[config.mk]
export PLATFORM = sky130hd
export DESIGN_NAME = dft_bin_core
export DESIGN_NICKNAME = d
export VERILOG_FILES = /design/src/rtl/dft_bin_pkg.sv /design/src/rtl/dft_bin_regs.sv /design/src/rtl/dft_bin_phasor.sv /design/src/rtl/dft_bin_mac.sv /design/src/rtl/dft_bin_core.sv
export SDC_FILE = /design/constraint.sdc
export NUM_CORES = 2
export LEC_CHECK = 0
export ABC_CLOCK_PERIOD_IN_PS = 7810
export BUFFER_PORTS_ARGS = -buffer_cell sky130_fd_sc_hd__buf_2
export CAP_MARGIN = 15
export CORE_ASPECT_RATIO = 2
export CORE_UTILIZATION = 59
export DETAILED_ROUTE_END_ITERATION = 10
export GPL_TIMING_DRIVEN = 0
export PLACE_DENSITY = 0.87
export SLEW_MARGIN = 10
export SYNTH_ARGS = -nofsm -noshare
export SYNTH_HDL_FRONTEND = slang
export SYNTH_SLANG_ARGS = --single-unit
[constraint.sdc]
create_clock -name clk_i -period 7.81 [get_ports clk_i]
set_input_delay 1.562 -clock clk_i [delete_from_list [all_inputs] [get_ports clk_i]]
set_output_delay 1.562 -clock clk_i [all_outputs]
set_load 0.01 [all_outputs]
[src/rtl/dft_bin_pkg.sv]
`timescale 1ns/1ps
package dft_bin_pkg;
  typedef enum logic [2:0] {
    RA_CTRL  = 3'd0,
    RA_LEN   = 3'd1,
    RA_STEP  = 3'd2,
    RA_RSVD  = 3'd3,
    RA_RE_LO = 3'd4,
    RA_RE_HI = 3'd5,
    RA_IM_LO = 3'd6,
    RA_IM_HI = 3'd7
  } reg_addr_e;

  localparam int unsigned CTRL_START_BIT = 0;
  localparam int unsigned STAT_DONE_BIT  = 0;
  localparam int unsigned STAT_BUSY_BIT  = 1;
endpackage

[src/rtl/dft_bin_regs.sv]
`timescale 1ns/1ps
module dft_bin_regs
  import dft_bin_pkg::*;
#(
  parameter int unsigned DW      = 32,
  parameter int unsigned CNT_W   = 16,
  parameter int unsigned PHASE_W = 32,
  parameter int unsigned ACC_W   = 48
) (
  input  logic               clk_i,
  input  logic               rst_ni,
  input  logic               we_i,
  input  logic [2:0]         addr_i,
  input  logic [DW-1:0]      wdata_i,
  output logic [DW-1:0]      rdata_o,
  input  logic               busy_i,
  input  logic               done_i,
  input  logic [ACC_W-1:0]   res_re_i,
  input  logic [ACC_W-1:0]   res_im_i,
  output logic               start_o,
  output logic [CNT_W-1:0]   len_o,
  output logic [PHASE_W-1:0] step_o
);
  localparam int unsigned HI_W = ACC_W - DW;

  reg_addr_e  addr;
  logic [CNT_W-1:0]   len_q;
  logic [PHASE_W-1:0] step_q;

  assign addr    = reg_addr_e'(addr_i);
  assign start_o = we_i && (addr == RA_CTRL) && wdata_i[CTRL_START_BIT];
  assign len_o   = len_q;
  assign step_o  = step_q;

  always_ff @(posedge clk_i or negedge rst_ni) begin
    if (!rst_ni) begin
      len_q  <= '0;
      step_q <= '0;
    end else if (we_i) begin
      if (addr == RA_LEN)  len_q  <= wdata_i[CNT_W-1:0];
      if (addr == RA_STEP) step_q <= wdata_i[PHASE_W-1:0];
    end
  end

  logic signed [HI_W-1:0] re_hi, im_hi;
  assign re_hi = res_re_i[ACC_W-1:DW];
  assign im_hi = res_im_i[ACC_W-1:DW];

  always_comb begin
    rdata_o = '0;
    unique case (addr)
      RA_CTRL: begin
        rdata_o[STAT_DONE_BIT] = done_i;
        rdata_o[STAT_BUSY_BIT] = busy_i;
      end
      RA_LEN:   rdata_o = DW'(len_q);
      RA_STEP:  rdata_o = DW'(step_q);
      RA_RSVD:  rdata_o = '0;
      RA_RE_LO: rdata_o = res_re_i[DW-1:0];
      RA_RE_HI: rdata_o = DW'(re_hi);
      RA_IM_LO: rdata_o = res_im_i[DW-1:0];
      RA_IM_HI: rdata_o = DW'(im_hi);
      default:  rdata_o = '0;
    endcase
  end
endmodule

[src/rtl/dft_bin_phasor.sv]
`timescale 1ns/1ps
module dft_bin_phasor #(
  parameter int unsigned PHASE_W  = 32,
  parameter int unsigned LUT_BITS = 6,
  parameter int unsigned COEF_W   = 16
) (
  input  logic                     clk_i,
  input  logic                     rst_ni,
  input  logic                     clr_i,
  input  logic [PHASE_W-1:0]       step_i,
  input  logic                     adv_i,
  output logic signed [COEF_W-1:0] cos_o,
  output logic signed [COEF_W-1:0] sin_o
);
  localparam int unsigned IDX_W = LUT_BITS + 2;
  localparam int unsigned LUT_N = 1 << LUT_BITS;
  localparam int          AMP   = (1 << (COEF_W - 1)) - 1;
  localparam real         HALF_PI = 1.5707963267948966;

  logic signed [COEF_W-1:0] rom [LUT_N];

  // first quadrant of the sine, index 0 .. LUT_N-1
  initial begin
    for (int i = 0; i < LUT_N; i++)
      rom[i] = COEF_W'($rtoi(real'(AMP) * $sin(HALF_PI * real'(i) / real'(LUT_N)) + 0.5));
  end

  logic [PHASE_W-1:0]       phase_q, step_q;
  logic [IDX_W-1:0]         idx;
  logic [1:0]               quad;
  logic [LUT_BITS-1:0]      k;
  logic signed [COEF_W-1:0] mag_a, mag_b, cos_c, sin_c;

  assign idx  = phase_q[PHASE_W-1 -: IDX_W];
  assign quad = idx[IDX_W-1 -: 2];
  assign k    = idx[LUT_BITS-1:0];

  always_comb begin
    mag_a = rom[k];
    mag_b = (k == '0) ? COEF_W'(AMP) : rom[LUT_BITS'(LUT_N - int'(k))];
    unique case (quad)
      2'd0: begin sin_c =  mag_a; cos_c =  mag_b; end
      2'd1: begin sin_c =  mag_b; cos_c = -mag_a; end
      2'd2: begin sin_c = -mag_a; cos_c = -mag_b; end
      default: begin sin_c = -mag_b; cos_c = mag_a; end
    endcase
  end

  always_ff @(posedge clk_i or negedge rst_ni) begin
    if (!rst_ni) begin
      phase_q <= '0;
      step_q  <= '0;
      cos_o   <= '0;
      sin_o   <= '0;
    end else if (clr_i) begin
      phase_q <= '0;
      step_q  <= step_i;
    end else if (adv_i) begin
      cos_o   <= cos_c;
      sin_o   <= sin_c;
      phase_q <= phase_q + step_q;
    end
  end
endmodule

[src/rtl/dft_bin_mac.sv]
`timescale 1ns/1ps
module dft_bin_mac #(
  parameter int unsigned SAMPLE_W = 16,
  parameter int unsigned COEF_W   = 16,
  parameter int unsigned ACC_W    = 48
) (
  input  logic                       clk_i,
  input  logic                       rst_ni,
  input  logic                       clr_i,
  input  logic                       en_i,
  input  logic                       last_i,
  input  logic signed [SAMPLE_W-1:0] x_i,
  input  logic signed [COEF_W-1:0]   cos_i,
  input  logic signed [COEF_W-1:0]   sin_i,
  output logic                       fin_o,
  output logic [ACC_W-1:0]           res_re_o,
  output logic [ACC_W-1:0]           res_im_o
);
  localparam int unsigned PROD_W = SAMPLE_W + COEF_W;

  logic signed [PROD_W-1:0] p_re, p_im;
  logic signed [ACC_W-1:0]  acc_re_q, acc_im_q, sum_re, sum_im;

  always_comb begin
    p_re   = x_i * cos_i;
    p_im   = x_i * sin_i;
    sum_re = acc_re_q + ACC_W'(p_re);
    sum_im = acc_im_q - ACC_W'(p_im);  // conjugate phasor
  end

  always_ff @(posedge clk_i or negedge rst_ni) begin
    if (!rst_ni) begin
      acc_re_q <= '0;
      acc_im_q <= '0;
      res_re_o <= '0;
      res_im_o <= '0;
      fin_o    <= 1'b0;
    end else if (clr_i) begin
      acc_re_q <= '0;
      acc_im_q <= '0;
      res_re_o <= '0;
      res_im_o <= '0;
      fin_o    <= 1'b0;
    end else begin
      fin_o <= en_i && last_i;
      if (en_i) begin
        acc_re_q <= sum_re;
        acc_im_q <= sum_im;
      end
      if (en_i && last_i) begin
        res_re_o <= sum_re;
        res_im_o <= sum_im;
      end
    end
  end
endmodule

[src/rtl/dft_bin_core.sv]
`timescale 1ns/1ps
module dft_bin_core #(
  parameter int unsigned DW       = 32,
  parameter int unsigned SAMPLE_W = 16,
  parameter int unsigned COEF_W   = 16,
  parameter int unsigned ACC_W    = 48,
  parameter int unsigned CNT_W    = 16,
  parameter int unsigned PHASE_W  = 32,
  parameter int unsigned LUT_BITS = 6
) (
  input  logic                clk_i,
  input  logic                rst_ni,
  input  logic                reg_we_i,
  input  logic [2:0]          reg_addr_i,
  input  logic [DW-1:0]       reg_wdata_i,
  output logic [DW-1:0]       reg_rdata_o,
  input  logic                smp_valid_i,
  input  logic [SAMPLE_W-1:0] smp_data_i,
  output logic                res_valid_o,
  output logic [ACC_W-1:0]    res_re_o,
  output logic [ACC_W-1:0]    res_im_o
);
  logic                       start_p, accept;
  logic [CNT_W-1:0]           len_w, cnt_q;
  logic [PHASE_W-1:0]         step_w;
  logic                       busy_q, done_q, zero_fin_q;
  logic                       s1_v_q, s1_last_q;
  logic signed [SAMPLE_W-1:0] s1_x_q;
  logic signed [COEF_W-1:0]   cos_w, sin_w;
  logic                       mac_fin;

  dft_bin_regs #(
    .DW(DW), .CNT_W(CNT_W), .PHASE_W(PHASE_W), .ACC_W(ACC_W)
  ) u_regs (
    .clk_i, .rst_ni,
    .we_i(reg_we_i), .addr_i(reg_addr_i), .wdata_i(reg_wdata_i), .rdata_o(reg_rdata_o),
    .busy_i(busy_q), .done_i(done_q), .res_re_i(res_re_o), .res_im_i(res_im_o),
    .start_o(start_p), .len_o(len_w), .step_o(step_w)
  );

  // start wins over a sample in the same cycle
  assign accept = busy_q && smp_valid_i && !start_p;

  always_ff @(posedge clk_i or negedge rst_ni) begin
    if (!rst_ni) begin
      busy_q     <= 1'b0;
      done_q     <= 1'b0;
      zero_fin_q <= 1'b0;
      cnt_q      <= '0;
      s1_v_q     <= 1'b0;
      s1_last_q  <= 1'b0;
      s1_x_q     <= '0;
    end else if (start_p) begin
      busy_q     <= (len_w != '0);
      cnt_q      <= len_w;
      zero_fin_q <= (len_w == '0);
      done_q     <= (len_w == '0);
      s1_v_q     <= 1'b0;
    end else begin
      zero_fin_q <= 1'b0;
      s1_v_q     <= accept;
      if (accept) begin
        s1_x_q    <= smp_data_i;
        s1_last_q <= (cnt_q == CNT_W'(1));
        cnt_q     <= cnt_q - 1'b1;
        if (cnt_q == CNT_W'(1)) busy_q <= 1'b0;
      end
      if (s1_v_q && s1_last_q) done_q <= 1'b1;
    end
  end

  dft_bin_phasor #(
    .PHASE_W(PHASE_W), .LUT_BITS(LUT_BITS), .COEF_W(COEF_W)
  ) u_phasor (
    .clk_i, .rst_ni,
    .clr_i(start_p), .step_i(step_w), .adv_i(accept),
    .cos_o(cos_w), .sin_o(sin_w)
  );

  dft_bin_mac #(
    .SAMPLE_W(SAMPLE_W), .COEF_W(COEF_W), .ACC_W(ACC_W)
  ) u_mac (
    .clk_i, .rst_ni,
    .clr_i(start_p), .en_i(s1_v_q), .last_i(s1_last_q),
    .x_i(s1_x_q), .cos_i(cos_w), .sin_i(sin_w),
    .fin_o(mac_fin), .res_re_o(res_re_o), .res_im_o(res_im_o)
  );

  assign res_valid_o = mac_fin || zero_fin_q;
endmodule

Word level (Yosys, flattened, before mapping)
Memory sizes are Yosys's and may differ from the RTL's.
Index checks and enable logic that the tools add are counted.
Widths: inputs -> output; s select.
{ "totals": {"word_cells": 84, "reg_bits": 374, "romBits": 960, "input_bits": 55, "memories": 1} }
{ "mem_list": {"columns": ["memory", "words", "width", "rd", "rd_clocked_by_memory_dff", "wr", "line", "rtl"], "rows": [
  ["u_phasor.rom", 64, 15, 2, 0, 0, "dft_bin_phasor.sv:20", "logic signed [COEF_W-1:0] rom [LUT_N];"]
]} }
{ "classes": {"eq_ne": 10, "mul": 2, "n_addsub": 7, "muxes": 25, "n_reduce_logical": 20, "bitwise": 1} }
{ "op_table": {"columns": ["operator", "n"], "rows": [
  ["$mux 48", 8],
  ["$pmux 30 s6", 1],
  ["$pmux 16 s3", 2],
  ["$mul 16x16->32", 2],
  ["$mux 32", 2],
  ["$add 48x32->48", 1],
  ["$mux 16", 3],
  ["$sub 48x32->48", 1],
  ["$add 32x32->32", 1],
  ["$neg 16->16", 2],
  ["$eq 16x1->1 const B", 1],
  ["$logic_not 16->1", 1],
  ["$pmux 2 s8", 1],
  ["$reduce_bool 16->1", 1],
  ["$sub 16x1->16 const B", 1],
  ["$eq 3x3->1 const B", 4],
  ["$mux 1", 8],
  ["$reduce_and 2->1", 4],
  ["$reduce_bool 2->1", 4],
  ["$eq 3x2->1 const B", 2],
  ["$logic_not 6->1", 1],
  ["$sub 1x6->6 const A", 1],
  ["$logic_and 1x1->1", 5],
  ["$eq 3x1->1 const B", 1],
  ["7 further kinds", 7]
]} }

Depth between registers and ports, before layout
{ "logic_depth": {"word_depth": 7, "ltp_mapped": 27, "ltp_nobuf": 25} }

Modules after synthesis
From an unflattened synthesis, not the netlist that was laid out.
{ "hier_totals": {"hier_cells": 5460, "area_unflattened_um2": 50368.3} }
{ "by_module_without_submodules": {"columns": ["mod", "area_per_inst_um2", "instances", "cells_each"], "rows": [
  ["dft_bin_mac", 35496.5, 1, 3716],
  ["dft_bin_phasor", 9943.3, 1, 1264],
  ["dft_bin_regs", 3216.8, 1, 292],
  ["dft_bin_core", 1711.6, 1, 188]
]} }

Worst setup path before layout
Ideal clock, no wire load.
{ "synth_path": {"kind": "register to register", "startpoint": "register s1_x_q[15]", "endpoint": "register u_mac.res_im_o[45]", "stages_incl_launch_ff": 25, "setup_time_ns": 0.121, "arrival_ns": 7.453, "n_path_buf": 3, "synth_period_minus_slack_ns": 7.574, "slack_ns": 0.236, "path_cell_list": "dfrtp_1 clkbuf_1 clkbuf_1 nand2_1 inv_1 fa_1 inv_1 fa_1 fa_1 fa_1 inv_1 fa_1 inv_1 ha_1 clkbuf_1 nand4_1 or3_1 a2111oi_0 a41oi_1 a31o_2 o31a_1 o211a_1 o31ai_1 xor2_1 a22o_1"} }
{ "synth_via": {"elab_chain_cells": 4} }
{ "synth_lines": {"columns": ["item", "line", "rtl"], "rows": [
  ["start: declaration", "dft_bin_core.sv:28", "logic signed [SAMPLE_W-1:0] s1_x_q;"],
  ["start signal: assignment", "dft_bin_core.sv:63", "s1_x_q <= smp_data_i;"],
  ["$mul 16x16->32", "dft_bin_mac.sv:26", "p_im = x_i * sin_i;"],
  ["$sub 48x32->48", "dft_bin_mac.sv:28", "sum_im = acc_im_q - ACC_W'(p_im);"],
  ["$mux 48", "dft_bin_mac.sv:50", "if (en_i && last_i) begin"],
  ["$mux 48", "dft_bin_mac.sv:38", "end else if (clr_i) begin"],
  ["end signal: assignment", "dft_bin_mac.sv:52", "res_im_o <= sum_im;"],
  ["end: declaration", "dft_bin_mac.sv:17", "output logic [ACC_W-1:0] res_im_o"]
]} }
No other way between the ends. The select of a mux whose other input is x is not followed.
A chain may end at the register's enable or synchronous reset.

Final worst setup path
{ "layout_path": {"startpoint": "register s1_x_q[8]", "endpoint": "register u_mac.acc_re_q[33]"} }
{ "layout_via": {"elab_chain_cells": 4} }
{ "layout_lines": {"columns": ["item", "line", "rtl"], "rows": [
  ["$mul 16x16->32", "dft_bin_mac.sv:25", "p_re = x_i * cos_i;"],
  ["$add 48x32->48", "dft_bin_mac.sv:27", "sum_re = acc_re_q + ACC_W'(p_re);"],
  ["$mux 48", "dft_bin_mac.sv:46", "if (en_i) begin"],
  ["$mux 48", "dft_bin_mac.sv:38", null],
  ["end signal: assignment", "dft_bin_mac.sv:47", "acc_re_q <= sum_re;"],
  ["end: declaration", "dft_bin_mac.sv:22", "logic signed [ACC_W-1:0] acc_re_q, acc_im_q, sum_re, sum_im;"]
]} }
No other way between the ends. The select of a mux whose other input is x is not followed.

==> results.md <==
Setup path:
- The kind of cell with the highest combined delay along the critical path is adder cells.
- The most numerous cell on the critical path is fa_1.
- The critical path class is reg2reg.
- The number of buffers and inverters on the critical path is 4.
- The worst setup path is launched from a register.
- Traced cell by cell, the critical path runs through clkbuf_2 > nand2_1 > fa_1 > fa_1 > fa_1 > fa_1 > inv_1 > fa_1 > inv_1 > fa_1 > inv_1 > ha_1 > a21o_1 > a2111o_1 > a21oi_1 > nor3_1 > nor3_2 > o31ai_1 > o31ai_1 > xnor2_1 > a22o_1.
- The biggest cell delay along the critical path is 650 ps.
- In this run the worst path has a maximum fanout of 10.
- The data arrival time of the worst path is 8280 ps.
- For the worst setup path, the data required time is 8310 ps.
- The slowest stage of the critical path is the dfrtp_2 cell.
- The endpoint type of the worst setup path is a register.

Place:
- The area of placed instances is 52800 µm².
- The number of buffers added on ports is 180.
- The final RePlAce weighted congestion is 1.09.
- The sum of net half-perimeters after detailed placement is 164000 µm.

Clock tree:
- TritonCTS built the clock tree.
- Clock-pin slew was measured on the worst setup and hold paths at 80 ps.
- The number of clock sinks is 374.
- The clock passes through at most 3 buffers.
- The cell at the root of the clock tree is clkbuf_16.
- Clock latency on the worst-skew pair, taken at its later pin, is 610 ps.
- The H-tree was split into 2 levels.
- Counting the buffers created by CTS gives 39.

Yosys:
- After synthesis, the share of flip-flops with an asynchronous set or reset is 1.00.
- After synthesis, the cell types taking the most area are fa_1, dfrtp_1, ha_1.
- The mean instance size in the synthesized netlist is 8.98 µm².
- The share of synthesized area in the top cell type comes to 0.297.
- Counting every instance in the synthesized netlist gives 5606.
- The number of unique standard cell types used by synthesis is 100.
- In this run the cell area of the synthesized design comes to 50300 µm².
- By count the netlist is led by inv_1, nand2_1, fa_1, dfrtp_1, ha_1.
- The cell with the most instances after synthesis is inv_1.
- The largest total area in the synthesized netlist belongs to fa_1.
- In this run, synthesis inferred 0 flip-flops with an integrated enable.
- The share of the Yosys chip area taken by registers is 0.186.
- The number of nets handed over by synthesis was 6709.
- The Yosys step of the flow raised 0 warnings.
- The top flip-flop cell by instance count after synthesis is dfrtp_1.
- After synthesis the netlist holds a flip-flop and latch count of 374.

Die:
- Pin placement for this block handled 184 I/O pins.
- In this run the core area contains 151 standard-cell rows.
- The core area is 84600 µm².
- The die is 208 µm wide.
- From bottom edge to top edge, the die measures 415 µm.
- The starting density of the core is 0.594.
- The die area is 86500 µm².

Timing:
- The worst slew slack as a fraction of its limit is 0.115.
- Across all hold checks on the routed design, the worst slack comes to 486 ps.
- Setup violations remaining at the end of the flow were counted as 0.
- The clock period could shrink to 7780 ps.
- The highest clock rate is 129 MHz.
- Setup repair after global routing could not meet its margin everywhere.
- The final cycle utilization of the critical path is 0.996.
- The max-slew violation count is 0.
- The count of endpoints failing hold in the final timing report is 0.
- Across the routed clock network, the largest skew measured is 28.5 ps.
- For the pin with the worst max-slew slack, the measured transition is 1310 ps.

Final layout:
- Counting the fill cells in the layout gives 7035.
- From synthesis to final layout, the design area changed by 8.52%.
- The ratio of cells with drive above 1 in the final layout is 0.0991.
- The final-stage net count is 6943.
- The final instance area is 54600 µm².
- The final cell utilization of the core is 0.645.

Drt:
- The DRC violation total after the first TritonRoute iteration is 4301.
- The count of nets left with antenna violations once routing finished came out at 0.
- After detailed routing, the number of vias per cell comes to 6.43.
- The remaining routing DRC violations is 2.
- For this block, the via count after detailed routing is 44.7k.
- In the final routed layout, each cell accounts on average for 29.2 µm.
- The iteration count of the initial detailed-routing pass is 11.
- The total length of routed wires is 203000 µm.

GRT:
- For this run, the total global-route usage over all layers was measured as 0.485.
- Entering global routing, the biggest net connects 107 pins.
- The number of global-route vias before repair was 47.9k.
- The total congestion overflow after global routing is 0.
- The number of antenna violations at the first check in global routing is 17.
- The first global-routing pass estimated 303000 µm of wire.

Worst hold path:
- The path class of the tightest hold or removal check is reg2reg.

Run status:
- The final reports fail on design-rule violations.
- The run finished, with violations left.

Run:
- The max-cap violation count is 0.
==> per-stage QoR <==
stage	TNS (ps)	setup slack [ps]	cells
after global placement	-1061940	-2560	6857
after detailed placement	-88780	-2260	6867
final	0	35.0	6955
after CTS	0	1.79	6939
after floorplan	0	236	5606
after global routing	-378	-66.2	6947
==> cell usage in the layout, fill, tap and decap left out, drive strengths merged, types with 37 or more instances in the layout <==
cell	synthesis	routed
ha	302	302
and2	248	248
dfrtp	374	374
xnor2	104	104
nor2	253	253
a21oi	240	240
a211oi	42	42
nand2	752	752
a31oi	50	50
inv	996	996
buf	59	273
a21o	96	96
nor3	56	56
nand3	73	73
nor2b	45	45
xor2	48	48
mux2i	63	63
clkbuf	252	278
o21ai	174	174
a22o	53	53
fa	746	746
mux2	82	82
o31ai	44	44
nand2b	37	37
==> tightest hold or removal path, stage by stage (launching register included) <==
cell and delay (ps):
dfrtp_1 340, nand2_1 50, o31ai_1 60
==> cells by family (layout without fill, tap and decap cells) <==
logic type / after synthesis / after routing / synth area share
XOR/XNOR: 152 / 152 / 0.0269
buffers and inverters: 1307 / 1571 / 0.100
flip-flops: 374 / 374 / 0.186
other: 0 / 14 / 0
AO/OA/AOI/OAI: 965 / 965 / 0.129
AND/OR/NAND/NOR: 1603 / 1603 / 0.150
multiplexers: 157 / 157 / 0.0363
adder cells (fa/ha/maj): 1048 / 1048 / 0.372
==> registers in the layout, indices dropped and copies added (netlist names), 16 cells and up <==
name,count
u_mac.acc_im_q,48
u_mac.acc_re_q,48
u_mac.res_im_o,48
u_mac.res_re_o,48
u_phasor.phase_q,32
u_phasor.step_q,32
u_regs.step_o,32
cnt_q,16
s1_x_q,16
u_phasor.cos_o,16
u_phasor.sin_o,16
u_regs.len_o,16
==> worst paths after layout <==
check	from	to	slack, ps	depth (start not counted)
hold / removal	u_mac.acc_im_q[26]	u_mac.acc_im_q[26]	490	2
max in group asynchronous	rst_ni	s1_x_q[7]	4750	4
min in group asynchronous	rst_ni	u_phasor.phase_q[14]	970	1
setup / recovery	s1_x_q[8]	u_mac.acc_re_q[33]	30	21
hold reg to reg	u_mac.acc_im_q[26]	u_mac.acc_im_q[26]	490	2
setup reg to reg	s1_x_q[8]	u_mac.acc_re_q[33]	30	21
==> final cells by class <==
cell class,instances,area (µm²),area share
Multi-Input combinational cell,3925,36100,0.660
Sequential cell,374,9380,0.172
Inverter,996,3750,0.0687
Buffer,298,1380,0.0253
Tap cell,1071,1340,0.0245
Timing Repair Buffer,206,1250,0.0228
Clock buffer,47,1060,0.0193
Clock inverter,24,355,0.00651
Antenna cell,14,35.0,0.000642
==> metal layers <==
metal	vias up	wire length [µm]	part of all wire	GRT usage
met3	1437	17900	0.088	0.130
met5	-	34	0.00017	0
met1	21900	57500	0.28	0.447
li1	18445	-	-	-
met2	2935	96200	0.47	0.796
met4	6	31700	0.16	0.584
==> what timing repair did <==
item,CTS,global route
pin swaps,3,4
cloned,0,0
endpoints found under the setup margin,100,65
hold buffers,0,0
resized for setup,86,96
setup buffers,7,5
Power is left out: the tool's default activity adds up to more than one toggle a clock period on the data nets, which glitch-free logic cannot reach.
